<file path="src/rtl/mdio_master.sv">
module mdio_master #(
  parameter int DIV_W    = 6,
  parameter int PRE_BITS = 32,
  parameter int EVT_BIT  = 23
) (
  input  logic        clk,
  input  logic        rst_n,
  input  logic        bus_we,
  input  logic [1:0]  bus_addr,
  input  logic [31:0] bus_wdata,
  output logic [31:0] bus_rdata,
  output logic        mdc,
  output logic        mdio_out,
  output logic        mdio_oe,
  input  logic        mdio_in
);
  localparam int FRAME_BITS = PRE_BITS + 32;
  localparam int CNT_W = $clog2(FRAME_BITS + 1);
  localparam logic [CNT_W-1:0] LAST_IDX = CNT_W'(FRAME_BITS - 1);
  localparam logic [CNT_W-1:0] PRE_END  = CNT_W'(PRE_BITS);
  localparam logic [CNT_W-1:0] TA_IDX   = CNT_W'(PRE_BITS + 14);
  localparam logic [CNT_W-1:0] DAT_IDX  = CNT_W'(PRE_BITS + 16);

  logic [31:0]      cmd;
  logic [15:0]      rx;
  logic [DIV_W-1:0] spd, div_cnt;
  logic [CNT_W-1:0] bit_cnt, pos;
  logic             busy, mdc_q, evt;

  wire is_rd    = cmd[29:28] == 2'b10;
  wire wr_evt   = bus_we && bus_addr == 2'd0;
  wire wr_dat   = bus_we && bus_addr == 2'd1;
  wire wr_spd   = bus_we && bus_addr == 2'd2;
  wire start    = wr_dat && !busy && spd != '0;
  wire half_end = busy && div_cnt == spd - DIV_W'(1);
  wire done     = half_end && mdc_q && bit_cnt == LAST_IDX;

  assign pos      = LAST_IDX - bit_cnt;
  assign mdc      = mdc_q;
  assign mdio_oe  = busy && !(is_rd && bit_cnt >= TA_IDX);
  assign mdio_out = (bit_cnt < PRE_END) ? 1'b1 : cmd[pos[4:0]];

  always_ff @(posedge clk or negedge rst_n) begin
    if (!rst_n) begin
      cmd <= '0; rx <= '0; spd <= '0; div_cnt <= '0;
      bit_cnt <= '0; busy <= 1'b0; mdc_q <= 1'b0;
    end else begin
      if (wr_spd) spd <= bus_wdata[DIV_W:1];
      if (start) begin
        cmd <= bus_wdata; busy <= 1'b1; div_cnt <= '0;
        bit_cnt <= '0; mdc_q <= 1'b0;
      end else if (busy) begin
        if (half_end) begin
          div_cnt <= '0;
          mdc_q   <= ~mdc_q;
          if (!mdc_q) begin
            if (bit_cnt >= DAT_IDX) rx <= {rx[14:0], mdio_in};
          end else if (bit_cnt == LAST_IDX) begin
            busy <= 1'b0;
            if (is_rd) cmd[15:0] <= rx;
          end else begin
            bit_cnt <= bit_cnt + CNT_W'(1);
          end
        end else begin
          div_cnt <= div_cnt + DIV_W'(1);
        end
      end
    end
  end

  always_ff @(posedge clk or negedge rst_n) begin
    if (!rst_n) evt <= 1'b0;
    else if (done) evt <= 1'b1;
    else if (wr_evt && bus_wdata[EVT_BIT]) evt <= 1'b0;
  end

  always_comb begin
    bus_rdata = '0;
    case (bus_addr)
      2'd0: bus_rdata[EVT_BIT] = evt;
      2'd1: bus_rdata = cmd;
      2'd2: bus_rdata[DIV_W:1] = spd;
      default: bus_rdata = '0;
    endcase
  end


  mdc_hold_chk: assert property (@(posedge clk) disable iff (!rst_n)
    (busy && $past(busy) && div_cnt != '0) |-> $stable(mdc_q));

  evt_on_done_chk: assert property (@(posedge clk) disable iff (!rst_n)
    $fell(busy) |-> (evt && !mdc_q && !mdio_oe));

  evt_clear_chk: assert property (@(posedge clk) disable iff (!rst_n)
    (wr_evt && bus_wdata[EVT_BIT] && !done) |=> !evt);

  zero_speed_chk: assert property (@(posedge clk) disable iff (!rst_n)
    (!busy && spd == '0) |=> (!busy && !mdc_q));

  busy_ignore_chk: assert property (@(posedge clk) disable iff (!rst_n)
    (busy && wr_dat && !done) |=> $stable(cmd));
endmodule

</file>
<file path="config.mk">
export PLATFORM = sky130hd
export DESIGN_NAME = mdio_master
export DESIGN_NICKNAME = d
export VERILOG_FILES = /design/src/rtl/mdio_master.sv
export SDC_FILE = /design/constraint.sdc
export NUM_CORES = 1
export LEC_CHECK = 0
export CAP_MARGIN = 5
export CORE_MARGIN = 8
export CORE_UTILIZATION = 58
export DETAILED_ROUTE_END_ITERATION = 10
export DONT_BUFFER_PORTS = 1
export PLACE_DENSITY = 0.73
export SLEW_MARGIN = 20
export SYNTH_ARGS = -nofsm -noshare
export SYNTH_HDL_FRONTEND = slang
export SYNTH_SLANG_ARGS = --single-unit
</file>
<file path="constraint.sdc">
create_clock -name clk -period 2.94 [get_ports clk]
set_clock_uncertainty 0.05 [all_clocks]
set_input_delay 0.588 -clock clk [delete_from_list [all_inputs] [get_ports clk]]
set_output_delay 0.588 -clock clk [all_outputs]
set_load 0.005 [all_outputs]
</file>
Word level (Yosys, flattened, before mapping)
Cells that the tools add are included.

word-level totals
  register bits after elaboration = 70
  input port bits = 38
  output and inout port bits = 35
  logic and storage cells = 82

cells by class
  add/sub/neg operators = 4
  order comparisons = 4
  equal/unequal tests = 6
  multiplexer cells = 32
  bitwise operators = 2
  reduce and logical (&&, ||, !) cells = 25

operator list
  operator                                              count
  two-way mux 16 bit                                    7
  two-way mux 7 bit                                     5
  two-way mux 6 bit                                     3
  >= comparator 7 x 6 -> 1 bit (second input constant)  2
  two-way mux 1 bit                                     13
  one-hot mux 6 bit (2 select lines)                    1
  nonzero test 2 bit                                    6
  logical AND 1 bit                                     11
  AND reduction 5 bit                                   2
  two-way mux 8 bit                                     1
  adder 7 x 1 -> 7 bit (second input constant)          1
  equality test 7 x 6 -> 1 bit (second input constant)  1
  < comparator 7 x 6 -> 1 bit (second input constant)   1
  adder 6 x 1 -> 6 bit (second input constant)          1
  equality test 6 bit                                   1
  < comparator 5 x 6 -> 1 bit (second input constant)   1
  nonzero test 6 bit                                    1
  subtractor 6 x 1 -> 6 bit (second input constant)     1
  binary-select mux 1 bit (select 5 bit)                1
  subtractor 5 bit (first input constant)               1
  equality test 2 bit (second input constant)           2
  AND reduction 4 bit                                   1
  equality test 2 x 1 -> 1 bit (second input constant)  1
  zero test 1 bit                                       2
  other kinds (5)                                       6

Longest topological paths before layout
Gate-level depths: netlist (run 1).

  word-level depth = 7
  gate-level depth with buffers = 9
  gate-level depth less buffers = 7

Worst setup path before layout (run 1)
No wires, ideal clock.

  path type = input -> register
  start = input port bus_addr[1]
  end = register cmd[10]
  library setup time = 0.125 ns
  data arrival time = 2.403 ns
  data required time = 2.765 ns
  slack = 0.362 ns
  stages = 7
  path buffers = 1
  path through = inv_1 ha_1 nand2_1 a311oi_2 buf_2 mux2_2 mux2_2

between the ends
  word-level cells in the longest chain between the ends = 6
  elaborated cells on any way between the ends = 11
  those cells by class = eq/ne (1); mux (1); reduce/logical (9)

RTL lines
  item                                  RTL line  text
  start, declared                       9         input logic [1:0] bus_addr,
  equality test 2 x 1 -> 1 bit *        32        wire wr_dat = bus_we && bus_addr == 2'd1;
  logical AND 1 bit *                   32
  logical AND 1 bit * (2 in series)     34        wire start = wr_dat && !busy && spd != '0;
  nonzero test 2 bit (no source line)   -
  AND reduction 5 bit (no source line)  -
  end signal, assigned                  60        if (is_rd) cmd[15:0] <= rx;
  end, declared                         24        logic [31:0] cmd;

Every way passes the cells marked *; elsewhere a longest branch is shown, timed or not.
A chain may end at the register's enable or synchronous reset.

Worst setup path after layout (run 1)
  start = register bit_cnt[0]
  end = output port mdio_out

between the ends
  word-level cells in the longest chain between the ends = 4
  elaborated cells on any way between the ends = 5
  those cells by class = add/sub (1); order compare (1); mux (3)

RTL lines
  item                                     RTL line  text
  start, declared                          27        logic [CNT_W-1:0] bit_cnt, pos;
  start signal, assigned                   62        bit_cnt <= bit_cnt + CNT_W'(1);
  subtractor 5 bit                         38        assign pos = LAST_IDX - bit_cnt;
  binary-select mux 1 bit (select 5 bit)   41        assign mdio_out = (bit_cnt < PRE_END) ? 1'b1 : cmd[pos[4:0]];
  two-way mux 1 bit (not written as such)  41
  two-way mux 1 bit *                      41
  end, declared                            13        output logic mdio_out,

Every way passes the cells marked *; elsewhere a longest branch is shown, timed or not. The select of a mux whose other input is x is not followed.

==> results of run 1 <==
[Yosys cell counts, drive strengths merged, types with 2 or more instances]
cell     n  area [um2]
a21oi    8       40.04
a22o     2       17.52
a22oi    6       45.04
a311oi   5       50.04
a31oi    3       18.77
and2    26       162.7
and3     6       37.54
and4     2       17.52
buf     10       72.57
clkbuf   5       20.01
dfrtp   70        1752
ha       7       87.58
inv     10       37.54
mux2    72       848.3
mux2i    3       30.03
mux4     9       202.7
nand2    8       30.03
nand2b   3       18.77
nand3    6       30.03
nor2    12       45.04
nor2b    6       37.54
nor3     7       57.55
o21ai    5       25.02
or4      2       18.77
xnor2    4       42.55
xor2     5       43.79
[routing by layer]
metal	routed length, um	share of wire [%]	GRT usage (%)
met4	170	1.9	7.202
met1	3631	41	23.08
met5	8	0.091	0
met2	4461	51	30.61
met3	507	5.8	5.690
[metrics by stage]
step / util [%] / setup WS, ps
6_report: 63.31 / 197.2
5_1_grt: 63.31 / 82.65
4_1_cts: 63.30 / 109.3
3_5_place_dp: 59.81 / 378.5
3_3_place_gp: 59.81 / 390.1
2_1_floorplan: - / 361.9
[area by class of cell]
class / count / area, um2
Fill cell: 524 / 2451
Multi-Input combinational cell: 223 / 2062
Inverter: 10 / 37.54
Clock inverter: 7 / 80.08
Tap cell: 80 / 100.1
Sequential cell: 70 / 1754
Timing Repair Buffer: 7 / 72.57
Clock buffer: 9 / 123.9
[worst reg2reg max path, delay by kind of cell (launching register included)]
| kind | cells | cell delay [ps] |
|---|---|---|
| multiplexers | 1 | 370 |
| flip-flops | 1 | 440 |
| adder cells (fa/ha/maj) | 1 | 240 |
| buffers and inverters | 2 | 350 |
| AO/OA/AOI/OAI | 2 | 650 |
| AND/OR/NAND/NOR | 2 | 340 |
[kinds of logic (layout without fill, tap and decap cells)]
kind of cell / Yosys count / count (layout) / share of synthesized area, %
AO/OA/AOI/OAI: 41 / 41 / 7.986
buffers and inverters: 25 / 33 / 3.309
XOR/XNOR: 9 / 9 / 2.196
flip-flops: 70 / 70 / 44.54
multiplexers: 84 / 84 / 27.49
AND/OR/NAND/NOR: 82 / 82 / 12.25
adder cells (fa/ha/maj): 7 / 7 / 2.227
[power by group]
part	switching [mW]	total (mW)	leakage, nW	internal (mW)
logic	0.434	1.01	0.906	0.577
registers	0.339	1.55	0.888	1.21
clock network	0.398	0.799	0.0968	0.402
total	1.17	3.36	1.89	2.19
[registers in the layout (all words and copies together) (netlist names)]
| name | flops |
|---|---|
| evt | 1 |
| spd | 6 |
| rx | 16 |
| bit_cnt | 7 |
| cmd | 32 |
| busy | 1 |
| mdc | 1 |
| div_cnt | 6 |
[repair_timing]
| item | in CTS | in global routing |
|---|---|---|
| hold buffers | 1 | 0 |
| hold endpoints to repair | 70 | 0 |
| setup endpoints to repair | 1 | 1 |
| pin swaps | 0 | 0 |
| gates resized for setup | 1 | 1 |
[worst max path at each step]
stage / to / slack [ps] / cells past startpoint
finish: mdio_out / 200 / 4
global route: mdio_out / 80 / 4
CTS: mdio_out / 110 / 4
detailed placement: mdio_out / 380 / 4
global placement: mdio_out / 390 / 4
floorplan: cmd[10] / 360 / 7
==> results.sh, run 1 <==
export IMPL_die_x_um=98.34
export IMPL_place_hpwl_mm=6.256
export IMPL_antenna_cells=0
export IMPL_final_area_um2=4230
export IMPL_dp_cells=389
export IMPL_synthDistinctLibCells=53
export IMPL_fin_crit_sh_pct=93.29
export IMPL_cp_arrival_ps=2100
export IMPL_cp_max_fo=12
export IMPL_ys_warn_count=0
export IMPL_synthFlopType="dfrtp_1"
export IMPL_grt_overflow=0
export IMPL_cp_num_buf_inv=0
export IMPL_ir_drop_mv=0.4611
export IMPL_hold_viol=0
export IMPL_cp_required_ps=2300
export IMPL_drt_initial_drc_count=190
export IMPL_die_area_um2=9671
export IMPL_crit_chain="mux4_2, mux4_2, nand2_1, nand2_1"
export IMPL_clockBufferDepth=2
export IMPL_grt_max_degree=71
export IMPL_cp_slowest_cell="dfrtp_2"
export IMPL_wl_per_cell_um=21.62
export IMPL_worst_pin_slew_ps=556.8
export IMPL_r2r_start="spd[0]"
export IMPL_placed_cell_area_um2=3996
export IMPL_htree_levels=3
export IMPL_syn_instance_count=318
export IMPL_report_final_slew_viol_count=0
export IMPL_max_cap_violations=0
export IMPL_rows=30
export IMPL_die_h_um=98.34
export IMPL_relSlewSlack_pct=62.59
export IMPL_drive_above_1_share_pct=34.36
export IMPL_final_cells=406
export IMPL_antenna_found_initial=1
export IMPL_hold_path_class="primary input to asynchronous set/reset pin"
export IMPL_syn_nets=363
export IMPL_numCtsBuffers=9
export IMPL_seq_area_frac_synth_pct=44.54
export IMPL_grt_pass1_vias=2672
export IMPL_grt_usage_pct=18.88
export IMPL_powerDensity_nw_per_um2=794.4
export IMPL_io_pins=73
export IMPL_critPathMaxStageDelay_ps=570
export IMPL_cp_top_family="multiplexers"
export IMPL_synthArstFlopShare_pct=100.0
export IMPL_drc=0
export IMPL_cts_post_setup_buffers_inserted=0
export IMPL_insertion_delay_ps=350
export IMPL_initial_core_util_pct=58.86
export IMPL_crit_path_start_kind="flop"
export IMPL_ys_seq_elements=70
export IMPL_r2r_end="cmd[2]"
export IMPL_netlist_area_um2=3933
export IMPL_viasPerCell=6.330
export IMPL_whs_ps=72.72
export IMPL_mostFrequentLayoutCell="dfrtp_1"
export IMPL_rsz0062_at_grt="no"
export IMPL_p_leak_nw=1.891
export IMPL_port_buffers=0
export IMPL_syn_area_per_cell_um2=12.37
export IMPL_vias=2570
export IMPL_crit_type="flop to output port"
export IMPL_drtPass1Iterations=4
export IMPL_status="completed"
export IMPL_cts_root_buffer="clkbuf_8"
export IMPL_setup_violations=0
export IMPL_r2r_cells=8
export IMPL_r2r_slack_ps=390
export IMPL_finalCriticalPeriod_ps=2743
export IMPL_clkSinkCount=70
export IMPL_core_area_um2=6681
export IMPL_fin_setup_tns_ps=0
export IMPL_gp_congestion=0.8536
export IMPL_power_mw=3.361
export IMPL_synth_edf_count=0
export IMPL_layout_common_cells="dfrtp_1 (68), mux2_2 (60), and2_1 (26)"
export IMPL_totalWireLength_mm=8.779
export IMPL_fmax_mhz=364.6
export IMPL_cts_tree="built"
export IMPL_critPathCaptureType="output port"
export IMPL_antenna_left=0
export IMPL_fin_nets=366
export IMPL_clk_pin_slew_worst_paths_ps=80
export IMPL_crit_start="bit_cnt[0]"
export IMPL_grt_pass1_wl_mm=14.30
export IMPL_area_growth_pct=7.572
Note: power is estimated with default switching activity, not from simulation.
==> inputs of run 2 (changes only) <==
--- a/config.mk
+++ b/config.mk
@@ -11,5 +11,5 @@
 export DETAILED_ROUTE_END_ITERATION = 10
 export DONT_BUFFER_PORTS = 1
-export PLACE_DENSITY = 0.73
+export PLACE_DENSITY = 0.72
 export SLEW_MARGIN = 20
 export SYNTH_ARGS = -nofsm -noshare
==> constraint.sdc (replaced) <==
create_clock -name clk -period 2.94 [get_ports clk]
set_clock_uncertainty 0.05 [all_clocks]
set_input_delay 0.441 -clock clk [delete_from_list [all_inputs] [get_ports clk]]
set_output_delay 0.441 -clock clk [all_outputs]
set_load 0.005 [all_outputs]
==> run 2 against run 1 <==
Net effect: global-route usage rose by 0.51 points; routed wire length rose by 1.8%; register-to-register slack got worse by 20 ps; flip-flop and latch count did not move; worst hold slack improved by 110 ps; via count rose by 0.19%; sequential power barely moved; cell count rose by 1.2%; sequential share of layout area fell by 0.50 points; critical path depth rose by 1; final area rose by 1.1%; die area did not move; largest cell class unchanged.
==> results.sh, run 2 (synthesis gave the netlist of run 1 again) <==
export IMPL_status="completed"
export IMPL_layout_common_cells="dfrtp_1 (70), mux2_2 (60), and2_1 (26)"
export IMPL_cts_resized_gates=0
export IMPL_crit_type="flop to output port"
export IMPL_whs_ps=185.6
export IMPL_post_route_util_pct=63.99
export IMPL_insertion_delay_ps=340
export IMPL_die_area_um2=9671
export IMPL_cts_hold_buffers_added=2
export IMPL_drive_above_1_share_pct=34.44
export IMPL_vias=2575
export IMPL_die_x_um=98.34
export IMPL_cts_root_buffer="clkbuf_8"
export IMPL_gp_congestion=0.8505
export IMPL_power_mw=3.372
export IMPL_dp_cells=393
export IMPL_fin_ws_ps=179.0
export IMPL_fin_crit_sh_pct=93.91
export IMPL_die_h_um=98.34
export IMPL_critPathCaptureType="output port"
export IMPL_cp_arrival_ps=2270
export IMPL_grt_pass1_wl_mm=14.97
export IMPL_drtPass1Iterations=4
export IMPL_finalCriticalPeriod_ps=2761
export IMPL_totalWireLength_mm=8.934
export IMPL_dp_slack_ps=386.6
export IMPL_clk_pin_slew_worst_paths_ps=80
export IMPL_cp_slowest_cell="dfrtp_1"
export IMPL_nFillCells=525
export IMPL_rsz0062_at_grt="no"
export IMPL_drt_initial_drc_count=126
export IMPL_max_cap_violations=0
export IMPL_htree_levels=3
export IMPL_port_buffers=0
export IMPL_core_area_um2=6681
export IMPL_p_leak_nw=1.927
export IMPL_final_cells=411
export IMPL_powerDensity_nw_per_um2=788.8
export IMPL_io_pins=73
export IMPL_antenna_cells=0
export IMPL_antenna_left=0
export IMPL_top_regs="cmd x32, rx x16, bit_cnt x7"
export IMPL_fin_setup_tns_ps=0
export IMPL_cts_tree="built"
export IMPL_regMostFlops="cmd"
export IMPL_clockBufferDepth=2
export IMPL_cp_max_fo=8
export IMPL_area_growth_pct=8.718
export IMPL_crit_path_start_kind="flop"
export IMPL_setup_violations=0
export IMPL_drc=0
export IMPL_grt_pass1_vias=2764
export IMPL_crit_chain="buf_4, mux4_2, mux2_2, a31oi_1, nand2_1"
export IMPL_hold_path_class="primary input to flop"
export IMPL_worst_pin_slew_ps=646.3
export IMPL_ir_drop_mv=0.3762
export IMPL_wl_per_cell_um=21.74
export IMPL_mostFrequentLayoutCell="dfrtp_1"
export IMPL_place_hpwl_mm=6.439
export IMPL_placed_cell_area_um2=4039
export IMPL_hold_viol=0
export IMPL_r2r_cells=7
export IMPL_antenna_found_initial=0
export IMPL_final_area_um2=4275
export IMPL_clkSinkCount=70
export IMPL_rows=30
export IMPL_fmax_mhz=362.2
export IMPL_largest_reg_flops=32
export IMPL_fin_nets=371
export IMPL_grt_usage_pct=19.39
export IMPL_cp_required_ps=2450
export IMPL_viasPerCell=6.265
export IMPL_grt_overflow=0
export IMPL_numCtsBuffers=9
export IMPL_relSlewSlack_pct=56.91
export IMPL_report_final_slew_viol_count=0
export IMPL_initial_core_util_pct=58.86
export IMPL_hold_path_depth=1
export IMPL_cts_post_setup_buffers_inserted=0
export IMPL_critPathMaxStageDelay_ps=640
export IMPL_grt_max_degree=71
[run 2: worst paths after layout]
path	from	endpoint	slack (ps)
max	bit_cnt[0]	mdio_out	180
min	mdio_in	rx[0]	190
max reg2reg	spd[0]	rx[5]	370
min reg2reg	evt	evt	460
max in group asynchronous	rst_n	cmd[2]	1950
min in group asynchronous	rst_n	cmd[18]	590
[run 2: worst max-delay path: cells and delay by family, from the launching register on]
family	cells	cell delay, ps
muxes	2	800
AOI/OAI and AO/OA	1	160
buffers and inverters	1	240
and+or+nand+nor	1	100
DFF	1	640
[run 2: report_power, final]
group / internal (mW) / switching (mW)
sequential: 1.21 / 0.312
combinational: 0.594 / 0.467
clock: 0.412 / 0.379
[run 2: final cells by class]
type / instances / area, um2 / area share (%)
Timing Repair Buffer: 12 / 125.1 / 2.927
Inverter: 10 / 37.54 / 0.8780
Sequential cell: 70 / 1752 / 40.97
Clock inverter: 6 / 61.31 / 1.434
Clock buffer: 10 / 137.6 / 3.219
Tap cell: 80 / 100.1 / 2.341
Multi-Input combinational cell: 223 / 2062 / 48.23
[run 2: metal layers]
layer	routed length [um]	vias to the layer above	GRT usage [%]
met4	129	0	5.903
li1	-	1176	-
met1	3882	1330	24.23
met2	4505	58	32.08
met5	0	-	0
met3	416	11	4.979
==> inputs of run 3 (changes only) <==
- BUFFER_PORTS_ARGS: unset -> -buffer_cell sky130_fd_sc_hd__buf_2
- CORE_UTILIZATION: 58 -> 56
- CTS_CLUSTER_SIZE: unset -> 28
- DONT_BUFFER_PORTS: 1 -> unset
- PLACE_DENSITY: 0.72 -> 0.78
==> run 3 against run 2 <==
Net effect: combinational power is 7% higher; largest power group unchanged; routed wire length is 4.5% higher; non-clock buffer count is 69 higher; first-iteration DRC count is 17% higher; sequential power hardly changed; sequential share of layout area is 3.3 points lower; die area is 3.0% higher; flip-flop and latch count stayed put; worst hold slack worse by 140 ps; critical endpoint unchanged; setup slack worse by 28 ps; count of clock-buffer cells in the layout is 1 higher.
==> results.sh, run 3 (synthesis gave the netlist of run 1 again) <==
export IMPL_rsz0062_at_grt="no"
export IMPL_grt_pass1_wl_mm=15.29
export IMPL_critPathCaptureType="output port"
export IMPL_r2r_cells=7
export IMPL_initial_core_util_pct=57.88
export IMPL_fin_nets=440
export IMPL_numCtsBuffers=9
export IMPL_cts_root_buffer="clkbuf_8"
export IMPL_crit_path_start_kind="flop"
export IMPL_port_buffers=72
export IMPL_r2r_slack_ps=300
export IMPL_setup_violations=0
export IMPL_io_pins=73
export IMPL_clkSinkCount=70
export IMPL_hold_viol=0
export IMPL_hold_path_class="primary input to asynchronous set/reset pin"
export IMPL_area_growth_pct=18.42
export IMPL_die_x_um=99.80
export IMPL_cp_arrival_ps=2300
export IMPL_clk_pin_slew_worst_paths_ps=80
export IMPL_drtPass1Iterations=4
export IMPL_core_area_um2=6794
export IMPL_grt_usage_pct=19.64
export IMPL_layout_common_cells="buf_2 (72), dfrtp_1 (69), mux2_2 (60)"
export IMPL_wl_per_cell_um=18.81
export IMPL_regMostFlops="cmd"
export IMPL_grt_max_degree=33
export IMPL_gp_congestion=0.8472
export IMPL_insertion_delay_ps=350
export IMPL_dp_cells=480
export IMPL_status="completed"
export IMPL_die_area_um2=9960
export IMPL_cts_tree="built"
export IMPL_placed_cell_area_um2=4399
export IMPL_cp_required_ps=2450
export IMPL_power_mw=3.642
export IMPL_p_leak_nw=2.247
export IMPL_vias=2843
export IMPL_report_final_slew_viol_count=0
export IMPL_post_route_util_pct=68.55
export IMPL_r2r_end="rx[3]"
export IMPL_fin_crit_sh_pct=94.85
export IMPL_worst_pin_slew_ps=619.8
export IMPL_r2r_start="spd[0]"
export IMPL_htree_levels=3
export IMPL_place_hpwl_mm=6.874
export IMPL_crit_type="flop to output port"
export IMPL_fmax_mhz=358.6
export IMPL_mostFrequentLayoutCell="buf_2"
export IMPL_drc=0
export IMPL_fin_setup_tns_ps=0
export IMPL_powerDensity_nw_per_um2=782.0
export IMPL_largest_reg_flops=32
export IMPL_crit_start="bit_cnt[0]"
export IMPL_final_cells=496
export IMPL_ir_drop_mv=0.5008
export IMPL_relSlewSlack_pct=58.68
export IMPL_max_cap_violations=0
export IMPL_rows=30
export IMPL_top_regs="cmd x32, rx x16, bit_cnt x7"
export IMPL_drive_above_1_share_pct=46.25
export IMPL_finalCriticalPeriod_ps=2789
export IMPL_antenna_left=0
export IMPL_die_h_um=99.80
export IMPL_antenna_cells=0
export IMPL_antenna_found_initial=0
export IMPL_drt_initial_drc_count=148
export IMPL_cts_hold_buffers_added=0
export IMPL_clockBufferDepth=2
export IMPL_grt_overflow=0
export IMPL_grt_pass1_vias=3008
export IMPL_cp_max_fo=8
export IMPL_totalWireLength_mm=9.332
export IMPL_final_area_um2=4657
export IMPL_viasPerCell=5.732
## run 3: critical path, cell delays in order, from the launching register on
cell     delay [ps]
dfrtp_2         540
buf_4           210
mux4_2          490
mux2_2          300
a31oi_1         190
nand2_1          90
buf_2           130
## run 3: what timing repair did
item	4_1_cts	5_1_grt
hold endpoints to repair	0	0
setup buffers	0	0
setup endpoints to repair	1	0
gates resized for setup	1	0
## run 3: how the worst max path moves through the flow
stage / to / depth (start not counted) / slack, ps
2_1_floorplan: rx[10] / 9 / 460
3_3_place_gp: rx[2] / 7 / 430
3_5_place_dp: rx[4] / 7 / 330
4_1_cts: mdio_out / 6 / 130
5_1_grt: mdio_out / 6 / 60
6_report: mdio_out / 6 / 150
## run 3: area by class of cell
cell class,instances,area (um2)
Multi-Input combinational cell,223,2062
Sequential cell,70,1753
Tap cell,96,120.1
Clock buffer,11,151.4
Clock inverter,5,105.1
Timing Repair Buffer,81,427.9
Inverter,10,37.54
Fill cell,486,2137
## run 3: layer usage
layer	routed length, um	global-route usage, %
met1	3878	23.62
met2	4991	34.02
met3	306	2.768
met4	155	8.847
met5	0	0
## run 3: stage by stage
step           setup WS (ps)  hold slack [ps]
2_1_floorplan          463.8            95.41
3_3_place_gp           432.8            431.5
3_5_place_dp           326.6            436.6
4_1_cts                129.0            60.67
5_1_grt                61.75            85.69
6_report               151.3            49.88
## run 3: where the power goes
| group | total (mW) | switching, mW | internal, mW |
|---|---|---|---|
| logic | 1.13 | 0.496 | 0.637 |
| clock network | 0.984 | 0.375 | 0.610 |
| registers | 1.52 | 0.314 | 1.21 |
| total | 3.64 | 1.18 | 2.46 |
